===== src/rtl/cfgport_ctrl.sv =====
module cfgport_ctrl #(
  parameter logic [7:0]  UNLOCK_KEY = 8'h55,
  parameter logic [7:0]  LOCK_KEY   = 8'hAA,
  parameter logic [7:0]  EC_DEV     = 8'h0C,
  parameter logic [7:0]  ID_LO      = 8'hC6,
  parameter logic [7:0]  ID_HI      = 8'hC7,
  parameter logic [15:0] BASE_RST   = 16'h0000
) (
  input  logic        clk,
  input  logic        rst_n,
  input  logic        bus_sel,
  input  logic        bus_we,
  input  logic [7:0]  bus_wdata,
  output logic [7:0]  bus_rdata,
  input  logic        id_sel,
  output logic        cfg_open,
  output logic [15:0] ec_base,
  output logic        ec_enable,
  output logic        ec_active
);
  localparam logic [7:0] IX_DEV  = 8'h07;
  localparam logic [7:0] IX_ID   = 8'h20;
  localparam logic [7:0] IX_EN   = 8'h30;
  localparam logic [7:0] IX_BLO  = 8'h66;
  localparam logic [7:0] IX_BHI  = 8'h67;

  logic        open_q, en_q;
  logic [7:0]  idx_q, dev_q, reg_rd;
  logic [15:0] base_q;

  wire idx_wr = bus_we & ~bus_sel;
  wire dat_wr = bus_we & bus_sel & open_q;
  wire ec_vis = (dev_q == EC_DEV);

  always_ff @(posedge clk) begin
    if (!rst_n) begin
      open_q <= 1'b0;
      idx_q  <= 8'h00;
      dev_q  <= 8'h00;
      en_q   <= 1'b0;
      base_q <= BASE_RST;
    end else begin
      if (idx_wr) begin
        if (!open_q) begin
          if (bus_wdata == UNLOCK_KEY) open_q <= 1'b1;
        end else if (bus_wdata == LOCK_KEY) begin
          open_q <= 1'b0;
        end else begin
          idx_q <= bus_wdata;
        end
      end
      if (dat_wr) begin
        case (idx_q)
          IX_DEV: dev_q <= bus_wdata;
          IX_EN:  if (ec_vis) en_q <= bus_wdata[0];
          IX_BLO: if (ec_vis) base_q[7:0] <= bus_wdata;
          IX_BHI: if (ec_vis) base_q[15:8] <= bus_wdata;
          default: ;
        endcase
      end
    end
  end

  always_comb begin
    case (idx_q)
      IX_DEV:  reg_rd = dev_q;
      IX_ID:   reg_rd = id_sel ? ID_HI : ID_LO;
      IX_EN:   reg_rd = ec_vis ? {7'b0, en_q} : 8'h00;
      IX_BLO:  reg_rd = ec_vis ? base_q[7:0] : 8'h00;
      IX_BHI:  reg_rd = ec_vis ? base_q[15:8] : 8'h00;
      default: reg_rd = 8'h00;
    endcase
  end

  assign bus_rdata = !open_q ? 8'hFF : (bus_sel ? reg_rd : idx_q);
  assign cfg_open  = open_q;
  assign ec_base   = base_q;
  assign ec_enable = en_q;
  assign ec_active = en_q & (base_q != 16'h0000);

  a_r2_unlock: assert property (@(posedge clk) disable iff (!rst_n)
    (!cfg_open && bus_we && !bus_sel && bus_wdata == UNLOCK_KEY) |=> cfg_open);
  a_r2_lock: assert property (@(posedge clk) disable iff (!rst_n)
    (cfg_open && bus_we && !bus_sel && bus_wdata == LOCK_KEY) |=> !cfg_open);
  a_r3_closed_reads_ff: assert property (@(posedge clk) disable iff (!rst_n)
    !cfg_open |-> bus_rdata == 8'hFF);
  a_r3_closed_no_write: assert property (@(posedge clk) disable iff (!rst_n)
    (!cfg_open && bus_we && bus_sel) |=> ($stable(ec_base) && $stable(ec_enable)));
  a_r9_bank_gate: assert property (@(posedge clk) disable iff (!rst_n)
    (bus_we && bus_sel && dev_q != EC_DEV) |=> ($stable(ec_base) && $stable(ec_enable)));
  a_r8_low_byte: assert property (@(posedge clk) disable iff (!rst_n)
    (cfg_open && bus_we && bus_sel && idx_q == IX_BLO && dev_q == EC_DEV)
      |=> ec_base[7:0] == $past(bus_wdata));
  a_r12_idle_hold: assert property (@(posedge clk) disable iff (!rst_n)
    !bus_we |=> ($stable(ec_base) && $stable(ec_enable) && $stable(cfg_open)));
endmodule


===== config.mk =====
export PLATFORM = sky130hd
export DESIGN_NAME = cfgport_ctrl
export DESIGN_NICKNAME = d
export VERILOG_FILES = /design/src/rtl/cfgport_ctrl.sv
export SDC_FILE = /design/constraint.sdc
export NUM_CORES = 1
export LEC_CHECK = 0
export ABC_AREA = 1
export BUFFER_PORTS_ARGS = -buffer_cell sky130_fd_sc_hd__buf_2
export CAP_MARGIN = 30
export CORE_ASPECT_RATIO = 1.2
export CORE_MARGIN = 2
export CORE_UTILIZATION = 30
export CTS_CLUSTER_SIZE = 25
export DETAILED_ROUTE_END_ITERATION = 10
export MAX_ROUTING_LAYER = met4
export PLACE_DENSITY = 0.52
export SYNTH_ARGS = -nofsm -noshare
export SYNTH_HDL_FRONTEND = slang
export SYNTH_SLANG_ARGS = --single-unit

===== constraint.sdc =====
create_clock -name clk -period 2.3 [get_ports clk]
set_clock_uncertainty 0.15 [all_clocks]
set_input_delay 0.46 -clock clk [delete_from_list [all_inputs] [get_ports clk]]
set_output_delay 0.46 -clock clk [all_outputs]
set_load 0.01 [all_outputs]

### Word level (Yosys, flattened, before mapping)

Cells that the tools add are included.

| operators by class | value |
|---|---|
| bitwise operators | 6 |
| reductions and logical operators | 6 |
| equality and inequality tests | 8 |
| mux-type cells | 10 |

Operators with widths:

| operator | number |
|---|---|
| $pmux 8 s5 | 1 |
| $mux 8 | 4 |
| $eq 8x7->1 const B | 3 |
| $eq 8x6->1 const B | 2 |
| $reduce_bool 16->1 | 1 |
| $reduce_and 3->1 | 4 |
| $eq 8x3->1 const B | 1 |
| $eq 8x4->1 const B | 1 |
| $eq 8x8->1 const B | 1 |
| $mux 1 | 5 |
| $and 1x1->1 | 4 |
| $not 1->1 | 2 |
| $reduce_and 2->1 | 1 |

| storage, ports and cells | value |
|---|---|
| logic and storage cells | 36 |
| bits of input ports | 13 |
| register bits after elaboration | 34 |

### Longest topological paths before layout

| depth | value |
|---|---|
| word-level depth | 5 |
| depth in mapped cells | 10 |
| depth with buffers taken out | 9 |

### Worst setup path before layout

OpenSTA, ideal clock, no wires.

| timing path | value |
|---|---|
| path type | register to output |
| from | reg idx_q[2] |
| to | out bus_rdata[6] |
| cell stages (with the launch flop) | 10 |
| slack | 0.401 ns |
| required time | 1.690 ns |
| path buffers | 1 |
| arrival | 1.289 ns |
| path through | dfxtp_1 > nand2_1 > nor2_1 > buf_2 > nand3_1 > nand2_1 > nand2_1 > nand3_1 > nand2_1 > nand2_1 |

| on the way | value |
|---|---|
| cells in the longest elaborated chain, start to end | 4 |

RTL lines:

| what | RTL line | RTL |
|---|---|---|
| start: declaration | 28 | `logic [7:0] idx_q, dev_q, reg_rd;` |
| start signal: assignment | 49 | `idx_q <= bus_wdata;` |
| $eq 8x7->1 (tied with other cells) | 65 | `case (idx_q)` |
| $pmux 8 s5 (*) | 65 |  |
| $mux 8 (*) (2 in a row) | 75 | `assign bus_rdata = !open_q ? 8'hFF : (bus_sel ? reg_rd : idx_q);` |
| end: declaration | 14 | `output logic [7:0] bus_rdata,` |

Mark *: on every way between the ends. The rest lies on a longest branch, timed or not.

### Worst setup path in the final report

| timing path | value |
|---|---|
| from | reg idx_q[4] |
| to | out bus_rdata[0] |

The elaborated chain is that of the path after synthesis.

==> flow_summary.toml <==
[outcome]
status = "completed"

[finish]
n_fill_cell = 729
area_growth_pct = 27.6
seqCellArea_um2 = 694
multiInputGateArea_um2 = 1190
num_antenna_cells = 0
nNetsFinal = 381
drive_gt1_frac = 0.255
final_cells = 454
final_area_um2 = 2490

[synth]
async_flop_share = 0
synthDominantCellAreaShare = 0.349
yosysWarnings = 0
synth_edf_count = 0
synth_area_leaders = "dfxtp_1 (35%), nand2_1 (18%), nor2_1 (12%)"
syn_avg_cell_area_um2 = 6.12
ys_seq_elements = 34
seq_area_frac_synth = 0.349
synth_fp_nets = 332
ys_dominant_reg_cell = "dfxtp_1"
syn_inst = 319
synth_top_area_cell = "dfxtp_1"
synth.distinct_cells = 23
netlist_area_um2 = 1950

[sta]
rsz0062_at_grt = "yes"
min_period_ps = 2270
clock.fmax_mhz = 440
slew_headroom = 0.605
hold_violations = 0
period_share = 0.989
slew_violations = 0
setup-violations-final = 0
hold_ws_ps = 285
worst_pin_slew_ps = 592

[cts]
clk_latency_ps = 290
cts_buffer_depth = 2
numClockSinks = 34
clkTransAtPathRegs_ps = 70
cts_buffers = 5
clockRootBuffer = "clkbuf_8"
htree_levels = 2
cts_tree = "built"
hold_buffers = 0

[grt]
grt_max_degree = 35
overflow = 0
grt_pass1_wl_mm = 10.0
grt_pass1_vias = 1998
track_usage = 0.185
antenna_found_initial = 0

[worst_setup_path]
cp-end-kind = "primary output"
critPathTopFamily = "simple AND/OR/NAND/NOR gates"
crit_buf_inv = 3
critPathSlowestCell = "dfxtp_4"
cpMostUsedCell = "nand2_1"
cp_max_fo = 8
max_stage_delay_ps = 360
crit_chain = "inv_2, nand2_2, nor2_4, buf_6, nand3_1, nand3_1, nand2_1, nand2_1, nand2_1, nand2_1, buf_2"
path_class = "reg -> out"
worst_setup_path_start_kind = "flop"
crit_arrival_ps = 1660
required_ps = 1690

[drt]
post_drt_via_cell_ratio = 4.80
wire_per_inst_um = 13.9
drt-pass1-iter-count = 5
drtIter0Drc = 106
routed_wl_mm = 6.31
drc = 0
drtAntennaViolNets = 0
via_count = 2180

[placed_design]
dp.cells = 441
gp_congestion = 0.843
dpl_cell_area_um2 = 2260
port_buffers = 39
hpwl_mm = 4.68

[die]
row_count = 32
dieArea_um2 = 7170
dieHeight_um = 92.4
die_w_um = 77.6
initial_core_util = 0.307
io-pin-count = 40
core_area_um2 = 6370

[worst_hold_path]
min-delay-path-class = "in -> reg"

[power_and_ir_drop]
p_per_area_nw_per_um2 = 450
leakage_nw = 1.17
peakVddDrop_uv = 221

[flow_run]
cap_violations = 0
worst register-to-register path, stage by stage (launching register included):
cell	delay, ps
dfxtp_1	300
inv_1	120
nand4_1	170
nor2_4	210
buf_4	180
nand2_4	60
nor2_4	290
nand2_1	100
nand2_1	70
nor2_1	50
cell usage after synthesis, types with 2 or more instances:
| cell | number |
|---|---|
| nor2_4 | 2 |
| nor2_2 | 2 |
| nand3_1 | 40 |
| nand2_1 | 92 |
| a21oi_1 | 16 |
| clkbuf_1 | 4 |
| a21boi_0 | 2 |
| nor2_1 | 64 |
| inv_2 | 3 |
| o21ai_0 | 10 |
| nand4_1 | 6 |
| buf_2 | 3 |
| inv_1 | 27 |
| nor4_1 | 6 |
| dfxtp_1 | 34 |
placed cells by master, fill, tap and decap left out, drive strengths merged:
| cell | n |
|---|---|
| a21oi | 16 |
| nand3b | 1 |
| clkbuf | 6 |
| dfxtp | 34 |
| nand2 | 93 |
| nor4 | 6 |
| nor2 | 68 |
| inv | 30 |
| nand4 | 6 |
| a21boi | 2 |
| clkinv | 1 |
| buf | 51 |
| o21ai | 10 |
| and2 | 1 |
| nor3 | 3 |
| nand3 | 40 |
| clkinvlp | 1 |
logic make-up after synthesis:
logic type | Yosys count | synth area share
AOI/OAI and AO/OA | 28 | 0.0744
buffers and inverters | 39 | 0.0827
DFF | 34 | 0.349
and+or+nand+nor | 218 | 0.494
where the power goes:
| part | switching (mW) | internal, mW |
|---|---|---|
| combinational | 0.0451 | 0.0163 |
| sequential | 0.0000821 | 0.586 |
| clock | 0.232 | 0.241 |
what timing repair did:
action / in CTS / in global routing
pin swaps: 3 / 9
gates cloned: 2 / 0
gates resized for setup: 11 / 25
setup endpoints to repair: 8 / 8
setup buffers: 1 / 2
metrics by stage:
step	power (mW)	worst slack (ps)	TNS, ps	utilization
after detailed placement	0.664	176	0	0.355
after floorplan	0.630	401	0	-
after global routing	1.17	-77.4	-471	0.391
after global placement	0.664	170	0	0.355
final	1.12	25.8	0	0.391
after CTS	1.14	-1.41	-2.01	0.376
layout make-up:
| class | instances | share of cell area |
|---|---|---|
| repair buffers | 51 | 0.118 |
| flip-flops and latches | 34 | 0.279 |
| clock inverters | 2 | 0.00503 |
| multi-input cells | 246 | 0.477 |
| well taps | 85 | 0.0427 |
| clock buffers | 6 | 0.0332 |
| inverters | 30 | 0.0452 |
metal layers:
layer / routed length [um] / global-route usage
met5: 0 / -
met1: 2770 / 0.220
met2: 3140 / 0.314
met3: 240 / 0.0331
met4: 151 / 0.0610
path summary, 6_finish.rpt:
check / startpoint / endpoint / slack [ps] / cells after the start
setup / recovery: idx_q[4] / bus_rdata[0] / 30 / 11
hold / removal: bus_wdata[5] / dev_q[5] / 280 / 3
setup reg to reg: dev_q[4] / ec_base[4] / 510 / 9
hold reg to reg: idx_q[7] / idx_q[7] / 350 / 2
sequential cells by signal, indices dropped and copies added (netlist names):
signal / count
dev_q: 8
ec_enable: 1
cfg_open: 1
ec_base: 16
idx_q: 8
Note: power is estimated with default switching activity, not from simulation.
